### config.mk
export PLATFORM = sky130hd
export DESIGN_NAME = btb_predictor
export DESIGN_NICKNAME = d
export VERILOG_FILES = /design/src/rtl/btb_pkg.sv /design/src/rtl/btb_ctr_fsm.sv /design/src/rtl/btb_entry.sv /design/src/rtl/btb_lookup.sv /design/src/rtl/btb_predictor.sv
export SDC_FILE = /design/constraint.sdc
export NUM_CORES = 2
export LEC_CHECK = 0
export BUFFER_PORTS_ARGS = -buffer_cell sky130_fd_sc_hd__buf_2
export CORE_MARGIN = 3
export CORE_UTILIZATION = 50
export CTS_CLUSTER_DIAMETER = 50
export DETAILED_ROUTE_END_ITERATION = 16
export PLACE_DENSITY = 0.78
export SYNTH_ARGS = -nofsm -noshare
export SYNTH_HDL_FRONTEND = slang
export SYNTH_SLANG_ARGS = --single-unit
### constraint.sdc
create_clock -name clk -period 4.8 [get_ports clk]
set_clock_uncertainty 0.2 [all_clocks]
set_input_delay 0.96 -clock clk [delete_from_list [all_inputs] [get_ports clk]]
set_output_delay 0.96 -clock clk [all_outputs]
set_load 0.005 [all_outputs]
### src/rtl/btb_pkg.sv
package btb_pkg;

    typedef enum logic [1:0] {
        CTR_STRONG_NT = 2'b00,
        CTR_WEAK_NT   = 2'b01,
        CTR_WEAK_T    = 2'b10,
        CTR_STRONG_T  = 2'b11
    } ctr_state_e;

    typedef enum logic [1:0] {
        WR_NONE  = 2'b00,
        WR_ALLOC = 2'b01,
        WR_TRAIN = 2'b10
    } wr_kind_e;

endpackage

### src/rtl/btb_ctr_fsm.sv
module btb_ctr_fsm
    import btb_pkg::*;
(
    input  logic       clk,
    input  logic       rst_n,
    input  logic       alloc_en,
    input  logic       train_en,
    input  logic       outcome,
    output logic [1:0] state_o
);

    ctr_state_e state_q;
    ctr_state_e state_d;

    // state register
    always_ff @(posedge clk) begin
        if (!rst_n) state_q <= CTR_WEAK_NT;
        else        state_q <= state_d;
    end

    // next state
    always_comb begin
        state_d = state_q;
        if (alloc_en) begin
            state_d = outcome ? CTR_WEAK_T : CTR_WEAK_NT;
        end else if (train_en) begin
            unique case (state_q)
                CTR_STRONG_NT: state_d = outcome ? CTR_WEAK_NT  : CTR_STRONG_NT;
                CTR_WEAK_NT:   state_d = outcome ? CTR_WEAK_T   : CTR_STRONG_NT;
                CTR_WEAK_T:    state_d = outcome ? CTR_STRONG_T : CTR_WEAK_NT;
                CTR_STRONG_T:  state_d = outcome ? CTR_STRONG_T : CTR_WEAK_T;
                default:       state_d = CTR_WEAK_NT;
            endcase
        end
    end

    // outputs
    always_comb begin
        state_o = state_q;
    end


    alloc_taken_chk: assert property (@(posedge clk) disable iff (!rst_n)
        (alloc_en && outcome) |=> (state_q == CTR_WEAK_T));

    alloc_not_taken_chk: assert property (@(posedge clk) disable iff (!rst_n)
        (alloc_en && !outcome) |=> (state_q == CTR_WEAK_NT));

    sat_high_chk: assert property (@(posedge clk) disable iff (!rst_n)
        (train_en && !alloc_en && outcome && state_q == CTR_STRONG_T) |=> (state_q == CTR_STRONG_T));

    sat_low_chk: assert property (@(posedge clk) disable iff (!rst_n)
        (train_en && !alloc_en && !outcome && state_q == CTR_STRONG_NT) |=> (state_q == CTR_STRONG_NT));

    step_up_chk: assert property (@(posedge clk) disable iff (!rst_n)
        (train_en && !alloc_en && outcome && state_q != CTR_STRONG_T)
        |=> (2'(state_q) == 2'($past(state_q)) + 2'd1));

    hold_chk: assert property (@(posedge clk) disable iff (!rst_n)
        (!train_en && !alloc_en) |=> $stable(state_q));

endmodule

### src/rtl/btb_entry.sv
module btb_entry
    import btb_pkg::*;
#(
    parameter int PC_W  = 32,
    parameter int TAG_W = 26
) (
    input  logic             clk,
    input  logic             rst_n,
    input  logic             sel,
    input  logic [TAG_W-1:0] upd_tag,
    input  logic             upd_taken,
    input  logic [PC_W-1:0]  upd_target,
    output logic             valid_o,
    output logic [TAG_W-1:0] tag_o,
    output logic [PC_W-1:0]  target_o,
    output logic [1:0]       ctr_o
);

    logic             valid_q;
    logic [TAG_W-1:0] tag_q;
    logic [PC_W-1:0]  target_q;
    wr_kind_e         kind;
    logic             match;

    always_comb begin
        match = valid_q && (tag_q == upd_tag);
        if (!sel)       kind = WR_NONE;
        else if (match) kind = WR_TRAIN;
        else            kind = WR_ALLOC;
    end

    always_ff @(posedge clk) begin
        if (!rst_n) begin
            valid_q  <= 1'b0;
            tag_q    <= '0;
            target_q <= '0;
        end else begin
            unique case (kind)
                WR_ALLOC: begin
                    valid_q  <= 1'b1;
                    tag_q    <= upd_tag;
                    target_q <= upd_target;
                end
                WR_TRAIN: target_q <= upd_target;
                default: ;
            endcase
        end
    end

    btb_ctr_fsm u_ctr (
        .clk      (clk),
        .rst_n    (rst_n),
        .alloc_en (kind == WR_ALLOC),
        .train_en (kind == WR_TRAIN),
        .outcome  (upd_taken),
        .state_o  (ctr_o)
    );

    always_comb begin
        valid_o  = valid_q;
        tag_o    = tag_q;
        target_o = target_q;
    end


    target_write_chk: assert property (@(posedge clk) disable iff (!rst_n)
        sel |=> (target_q == $past(upd_target)));

    alloc_tag_chk: assert property (@(posedge clk) disable iff (!rst_n)
        sel |=> (valid_q && tag_q == $past(upd_tag)));

    idle_keep_chk: assert property (@(posedge clk) disable iff (!rst_n)
        !sel |=> ($stable(tag_q) && $stable(target_q) && $stable(valid_q)));

endmodule

### src/rtl/btb_lookup.sv
module btb_lookup #(
    parameter int ENTRIES = 16,
    parameter int PC_W    = 32,
    parameter int IDX_W   = 4,
    parameter int TAG_W   = 26
) (
    input  logic [PC_W-1:0]                lk_pc,
    input  logic [ENTRIES-1:0]             valid_i,
    input  logic [ENTRIES-1:0][TAG_W-1:0]  tag_i,
    input  logic [ENTRIES-1:0][PC_W-1:0]   target_i,
    input  logic [ENTRIES-1:0][1:0]        ctr_i,
    output logic                           hit_o,
    output logic                           taken_o,
    output logic [PC_W-1:0]                next_pc_o
);

    logic [IDX_W-1:0] idx;
    logic [TAG_W-1:0] tag;
    logic [PC_W-1:0]  seq_pc;

    always_comb begin
        idx       = lk_pc[IDX_W+1:2];
        tag       = lk_pc[PC_W-1:IDX_W+2];
        seq_pc    = lk_pc + PC_W'(4);
        hit_o     = valid_i[idx] && (tag_i[idx] == tag);
        taken_o   = hit_o && ctr_i[idx][1];
        next_pc_o = taken_o ? target_i[idx] : seq_pc;
    end

endmodule

### src/rtl/btb_predictor.sv
module btb_predictor #(
    parameter int ENTRIES = 16,
    parameter int PC_W    = 32
) (
    input  logic            clk,
    input  logic            rst_n,
    input  logic [PC_W-1:0] lk_pc,
    output logic            lk_hit,
    output logic            lk_predict_taken,
    output logic [PC_W-1:0] lk_next_pc,
    input  logic            upd_valid,
    input  logic [PC_W-1:0] upd_pc,
    input  logic            upd_taken,
    input  logic [PC_W-1:0] upd_target
);

    localparam int IDX_W = $clog2(ENTRIES);
    localparam int TAG_W = PC_W - IDX_W - 2;

    logic [IDX_W-1:0]                upd_idx;
    logic [TAG_W-1:0]                upd_tag;
    logic [ENTRIES-1:0]              valid_w;
    logic [ENTRIES-1:0][TAG_W-1:0]   tag_w;
    logic [ENTRIES-1:0][PC_W-1:0]    target_w;
    logic [ENTRIES-1:0][1:0]         ctr_w;

    always_comb begin
        upd_idx = upd_pc[IDX_W+1:2];
        upd_tag = upd_pc[PC_W-1:IDX_W+2];
    end

    for (genvar i = 0; i < ENTRIES; i++) begin : g_entry
        btb_entry #(
            .PC_W  (PC_W),
            .TAG_W (TAG_W)
        ) u_entry (
            .clk        (clk),
            .rst_n      (rst_n),
            .sel        (upd_valid && (upd_idx == IDX_W'(i))),
            .upd_tag    (upd_tag),
            .upd_taken  (upd_taken),
            .upd_target (upd_target),
            .valid_o    (valid_w[i]),
            .tag_o      (tag_w[i]),
            .target_o   (target_w[i]),
            .ctr_o      (ctr_w[i])
        );
    end

    btb_lookup #(
        .ENTRIES (ENTRIES),
        .PC_W    (PC_W),
        .IDX_W   (IDX_W),
        .TAG_W   (TAG_W)
    ) u_lookup (
        .lk_pc     (lk_pc),
        .valid_i   (valid_w),
        .tag_i     (tag_w),
        .target_i  (target_w),
        .ctr_i     (ctr_w),
        .hit_o     (lk_hit),
        .taken_o   (lk_predict_taken),
        .next_pc_o (lk_next_pc)
    );


    reset_miss_chk: assert property (@(posedge clk) disable iff (!rst_n)
        !$past(rst_n) |-> !lk_hit);

    miss_seq_chk: assert property (@(posedge clk) disable iff (!rst_n)
        !lk_predict_taken |-> (lk_next_pc == lk_pc + PC_W'(4)));

    taken_needs_hit_chk: assert property (@(posedge clk) disable iff (!rst_n)
        lk_predict_taken |-> lk_hit);

endmodule

==> report_table.html <==
<table>
<tr><th>Metric</th><th>Value</th></tr>
<tr><th colspan="2">Timing</th></tr>
<tr><td>Max-slew headroom</td><td>0.132</td></tr>
<tr><td>Setup repair after global routing missed its margin</td><td>true</td></tr>
<tr><td>Fin Hold WS</td><td>0.253 ns</td></tr>
<tr><td>Final worst-path cycle share</td><td>1.09</td></tr>
<tr><td>Worst Slack Setup Final</td><td>-0.436 ns</td></tr>
<tr><td>Peak clock frequency supported by timing</td><td>191 MHz</td></tr>
<tr><td>Minimum clock period after layout</td><td>5.24 ns</td></tr>
<tr><td>Pin slew with the least headroom to its limit</td><td>1.30 ns</td></tr>
<tr><td>Max-slew violation total from the final report</td><td>0</td></tr>
<tr><td>Hold Vio Cnt, Final</td><td>0</td></tr>
<tr><td># setup viols final</td><td>32</td></tr>
<tr><th colspan="2">Floorplanning</th></tr>
<tr><td>DIE WIDTH</td><td>318 um</td></tr>
<tr><td>Initial Utilization</td><td>0.508</td></tr>
<tr><td>Row count</td><td>113</td></tr>
<tr><td>Count of pins on the block boundary</td><td>134</td></tr>
<tr><td>Die footprint</td><td>101,000 sq um</td></tr>
<tr><td>Y dimension of the die</td><td>318 um</td></tr>
<tr><td>Floorplan core area</td><td>95,700 sq um</td></tr>
<tr><th colspan="2">Critical path</th></tr>
<tr><td>Worst reg2reg setup slack</td><td>1.24 ns</td></tr>
<tr><td>Crit path capture type</td><td>primary output</td></tr>
<tr><td>Startpoint of the most critical register-to-register path</td><td>g_entry[1].u_entry.tag_o[22]$_SDFFE_PN0P_</td></tr>
<tr><td>Worst EP required</td><td>3.64 ns</td></tr>
<tr><td>Reg-to-reg endpoint</td><td>g_entry[1].u_entry.tag_o[0]$_SDFFE_PN0P_</td></tr>
<tr><td>Crit Path Class</td><td>input port to primary output</td></tr>
<tr><td>Startpoint class of the critical path</td><td>input port</td></tr>
<tr><td>Data arrival at the endpoint of the critical path</td><td>4.08 ns</td></tr>
<tr><td>Worst Setup SP</td><td>lk_pc[2]</td></tr>
<tr><td>Cells on worst reg2reg path</td><td>8</td></tr>
<tr><td>Maximum fanout along the worst path</td><td>8</td></tr>
<tr><th colspan="2">Global route</th></tr>
<tr><td>Initial antenna violation count</td><td>16</td></tr>
<tr><td>Total overflow reported by the global router</td><td>0</td></tr>
<tr><td>Number of global-route vias before repair</td><td>40,700</td></tr>
<tr><td>Overall Global Routing Usage</td><td>0.340</td></tr>
<tr><td>First-pass GRT wire length</td><td>261,000 um</td></tr>
<tr><td>Pin count of the biggest net entering global routing</td><td>129</td></tr>
<tr><th colspan="2">CTS</th></tr>
<tr><td>Max clock buf depth</td><td>3</td></tr>
<tr><td>Root buffer cell</td><td>sky130_fd_sc_hd__clkbuf_16</td></tr>
<tr><td>Clock slew seen by the registers of the worst setup and hold paths</td><td>0.06 ns</td></tr>
<tr><td>Clock latency on the worst-skew pair</td><td>0.71 ns</td></tr>
<tr><td>Clk sinks</td><td>976</td></tr>
<tr><td>Inserted Clock Buffers</td><td>108</td></tr>
<tr><td>H-tree lvl count</td><td>3</td></tr>
<tr><td>TritonCTS clock tree</td><td>yes</td></tr>
<tr><th colspan="2">Synth</th></tr>
<tr><td>Async SR Flop Fraction</td><td>0</td></tr>
<tr><td>Post-synthesis sequential area ratio</td><td>0.402</td></tr>
<tr><td>Post-synthesis net count</td><td>5,537</td></tr>
<tr><td>Post-synth top area cell</td><td>sky130_fd_sc_hd__dfxtp_1</td></tr>
<tr><td>Number of warnings printed during yosys synthesis</td><td>0</td></tr>
<tr><td>Flops &amp; latches, synth</td><td>976</td></tr>
<tr><td>Number of synthesized flops with an enable pin</td><td>0</td></tr>
<tr><td>Most used flip-flop cell after synthesis</td><td>sky130_fd_sc_hd__dfxtp_1</td></tr>
<tr><td>Most area-consuming cells after synthesis</td><td>sky130_fd_sc_hd__dfxtp_1 40%, sky130_fd_sc_hd__mux4_2 10%, sky130_fd_sc_hd__mux2i_1 9.6%, sky130_fd_sc_hd__nand2_1 9.3%, sky130_fd_sc_hd__a21oi_1 6.0%</td></tr>
<tr><td>Unique cell type count in the Yosys netlist</td><td>63</td></tr>
<tr><td>Area share of the leading cell type in the synthesized netlist</td><td>0.402</td></tr>
<tr><td>Mapped Area</td><td>48,600 sq um</td></tr>
<tr><td>Average size of a mapped cell</td><td>8.94 sq um</td></tr>
<tr><td>Cells after Synth</td><td>5,436</td></tr>
<tr><th colspan="2">Place</th></tr>
<tr><td>Count of placed standard cells including taps</td><td>6,588</td></tr>
<tr><td>Half-perimeter wire length after placement</td><td>116,000 um</td></tr>
<tr><td>Number of buffer cells added on primary ports</td><td>131</td></tr>
<tr><td>Cell area reported after detailed placement</td><td>51,200 sq um</td></tr>
<tr><td>Gp weighted congestion</td><td>1.00</td></tr>
<tr><td>Post-placement worst setup slack</td><td>-0.704 ns</td></tr>
<tr><th colspan="2">Drt</th></tr>
<tr><td>Antenna Nets Post-Route</td><td>0</td></tr>
<tr><td>Vias per inst</td><td>6.30</td></tr>
<tr><td>Detailed-routing iteration count for the pre-antenna-repair pass</td><td>8</td></tr>
<tr><td>Total length of routed wires</td><td>180,000 um</td></tr>
<tr><td>Vias after detailed routing</td><td>43,000</td></tr>
<tr><td>Count of routing violations after the opening detailed-route iteration</td><td>6,456</td></tr>
<tr><td>WL/cell</td><td>26.4 um</td></tr>
<tr><td>Number of design rule violations left after detail routing</td><td>0</td></tr>
<tr><th colspan="2">Layout</th></tr>
<tr><td>Fraction of final layout cells with drive strength greater than 1</td><td>0.175</td></tr>
<tr><td>Commonest cells after routing, fill and taps aside</td><td>1,198 x sky130_fd_sc_hd__nand2_1, 976 x sky130_fd_sc_hd__dfxtp_1, 587 x sky130_fd_sc_hd__a21oi_1, 459 x sky130_fd_sc_hd__mux2i_1, 426 x sky130_fd_sc_hd__nor2_1</td></tr>
<tr><td>Syn-to-layout area delta</td><td>15.2%</td></tr>
<tr><td>Fill count</td><td>7,944</td></tr>
<tr><td>Non-filler instance count after layout</td><td>6,828</td></tr>
<tr><td>Final non-filler cell area</td><td>56,000 sq um</td></tr>
<tr><td>Leading cell type in the layout, fill and taps excluded</td><td>sky130_fd_sc_hd__nand2_1</td></tr>
<tr><td>Final net count</td><td>5,557</td></tr>
<tr><th colspan="2">Worst hold path</th></tr>
<tr><td>Worst Hold Launch</td><td>g_entry[11].u_entry.target_o[26]$_SDFFE_PN0P_</td></tr>
<tr><td>Endpoint of the worst hold-timing path</td><td>g_entry[11].u_entry.target_o[26]$_SDFFE_PN0P_</td></tr>
<tr><td>Class of the worst hold path</td><td>flop to flop</td></tr>
<tr><td>Instance count along the most critical hold path</td><td>2</td></tr>
<tr><th colspan="2">Pwr</th></tr>
<tr><td>Total power per unit cell area</td><td>344 nW/um^2</td></tr>
<tr><td>Total power</td><td>19.3 mW</td></tr>
<tr><td>Worst vdd ir</td><td>0.000327 V</td></tr>
<tr><td>Cell leakage power</td><td>19.2 nW</td></tr>
<tr><th colspan="2">Status</th></tr>
<tr><td>Status</td><td>finished, violations left</td></tr>
<tr><td>Violated checks</td><td>setup timing</td></tr>
<tr><th colspan="2">Flow run</th></tr>
<tr><td>MaxCap Viol Count</td><td>0</td></tr>
</table>
## per-stage QoR
| step | util | TNS [ns] |
|---|---|---|
| after floorplan | - | 0 |
| after global placement | 0.535 | -19.46 |
| after detailed placement | 0.535 | -21.38 |
| after CTS | 0.584 | -11.29 |
| after global routing | 0.585 | -14.31 |
| final | 0.585 | -13.00 |
## final cells by class
class | instances | area, sq um | share of cell area
clock buffers | 137 | 3000 | 0.0537
multi-input cells | 3888 | 26900 | 0.481
well taps | 1265 | 1580 | 0.0283
flip-flops and latches | 976 | 19500 | 0.349
diodes | 14 | 35.0 | 0.000626
clock inverters | 66 | 920 | 0.0164
repair buffers | 449 | 3860 | 0.0690
inverters | 33 | 133 | 0.00237
## cell usage after synthesis, types with 17 or more instances
cell,n
sky130_fd_sc_hd__nor3_1,46
sky130_fd_sc_hd__xnor2_1,277
sky130_fd_sc_hd__nor4_1,53
sky130_fd_sc_hd__a31oi_1,32
sky130_fd_sc_hd__nand2_1,1210
sky130_fd_sc_hd__dfxtp_1,976
sky130_fd_sc_hd__buf_2,79
sky130_fd_sc_hd__clkbuf_1,395
sky130_fd_sc_hd__and2_1,19
sky130_fd_sc_hd__o21ai_0,56
sky130_fd_sc_hd__a21oi_1,587
sky130_fd_sc_hd__mux2i_1,465
sky130_fd_sc_hd__mux4_1,17
sky130_fd_sc_hd__o22ai_1,21
sky130_fd_sc_hd__buf_1,39
sky130_fd_sc_hd__mux2_4,19
sky130_fd_sc_hd__mux4_2,224
sky130_fd_sc_hd__nand4_1,88
sky130_fd_sc_hd__nor2_1,441
sky130_fd_sc_hd__inv_1,32
sky130_fd_sc_hd__xor2_1,189
## flip-flops by register name, indices dropped and copies added (netlist names)
name,flops
g_entry.u_entry.tag_o,416
g_entry.u_entry.target_o,512
g_entry.u_entry.u_ctr.state_o,32
g_entry.u_entry.valid_o,16
## metal layers
metal  share of wire  up-vias  track usage
met4           0.056        4        0.170
met2            0.43     3050        0.504
met1            0.37    20700        0.445
met5         0.00015        -            0
met3            0.15      675        0.112
li1                -    18500            -
## worst max-delay path: stages
cell and delay, ns:
sky130_fd_sc_hd__buf_16 0.13, sky130_fd_sc_hd__buf_8 0.13, sky130_fd_sc_hd__mux4_2 0.55, sky130_fd_sc_hd__inv_1 0.08, sky130_fd_sc_hd__a2111oi_0 0.09, sky130_fd_sc_hd__nor4_1 0.37, sky130_fd_sc_hd__nand4_1 0.20, sky130_fd_sc_hd__nand4b_1 0.27
sky130_fd_sc_hd__nor4b_4 0.38, sky130_fd_sc_hd__buf_12 0.19, sky130_fd_sc_hd__buf_12 0.13, sky130_fd_sc_hd__buf_12 0.13, sky130_fd_sc_hd__mux2_4 0.31, sky130_fd_sc_hd__buf_6 0.12
## how the worst max path moves through the flow
stage	depth (start not counted)	slack, ns	end
2_1_floorplan	11	0.04	lk_next_pc[0]
3_3_place_gp	13	-0.64	lk_next_pc[20]
3_5_place_dp	13	-0.70	lk_next_pc[19]
4_1_cts	16	-0.38	lk_next_pc[27]
5_1_grt	16	-0.47	lk_next_pc[7]
6_report	14	-0.44	lk_next_pc[7]
## kinds of logic after synthesis
logic type      count (synthesis)  synth area share
flops                         976             0.402
mux                           739             0.218
simple gates                 1931             0.163
fa+ha+maj                       1          0.000257
buf+inv                       572            0.0499
compound gates                751            0.0830
xor+xnor                      466            0.0840
## where the power goes
group / leakage (nW) / switching (mW) / internal [mW] / total [mW]
combinational: 9.41 / 1.18 / 0.684 / 1.86
sequential: 7.88 / 0.0934 / 8.21 / 8.30
clock: 1.91 / 3.74 / 5.37 / 9.11
## repair_timing
action / 4_1_cts / 5_1_grt
cloned: 8 / 1
hold buffers: 0 / 0
hold endpoints to repair: 0 / 0
endpoints found under the setup margin: 34 / 34
gates resized for setup: 97 / 24
buffers inserted: 13 / 3
pin swaps: 18 / 7
Power figures use the tool's default switching activity.
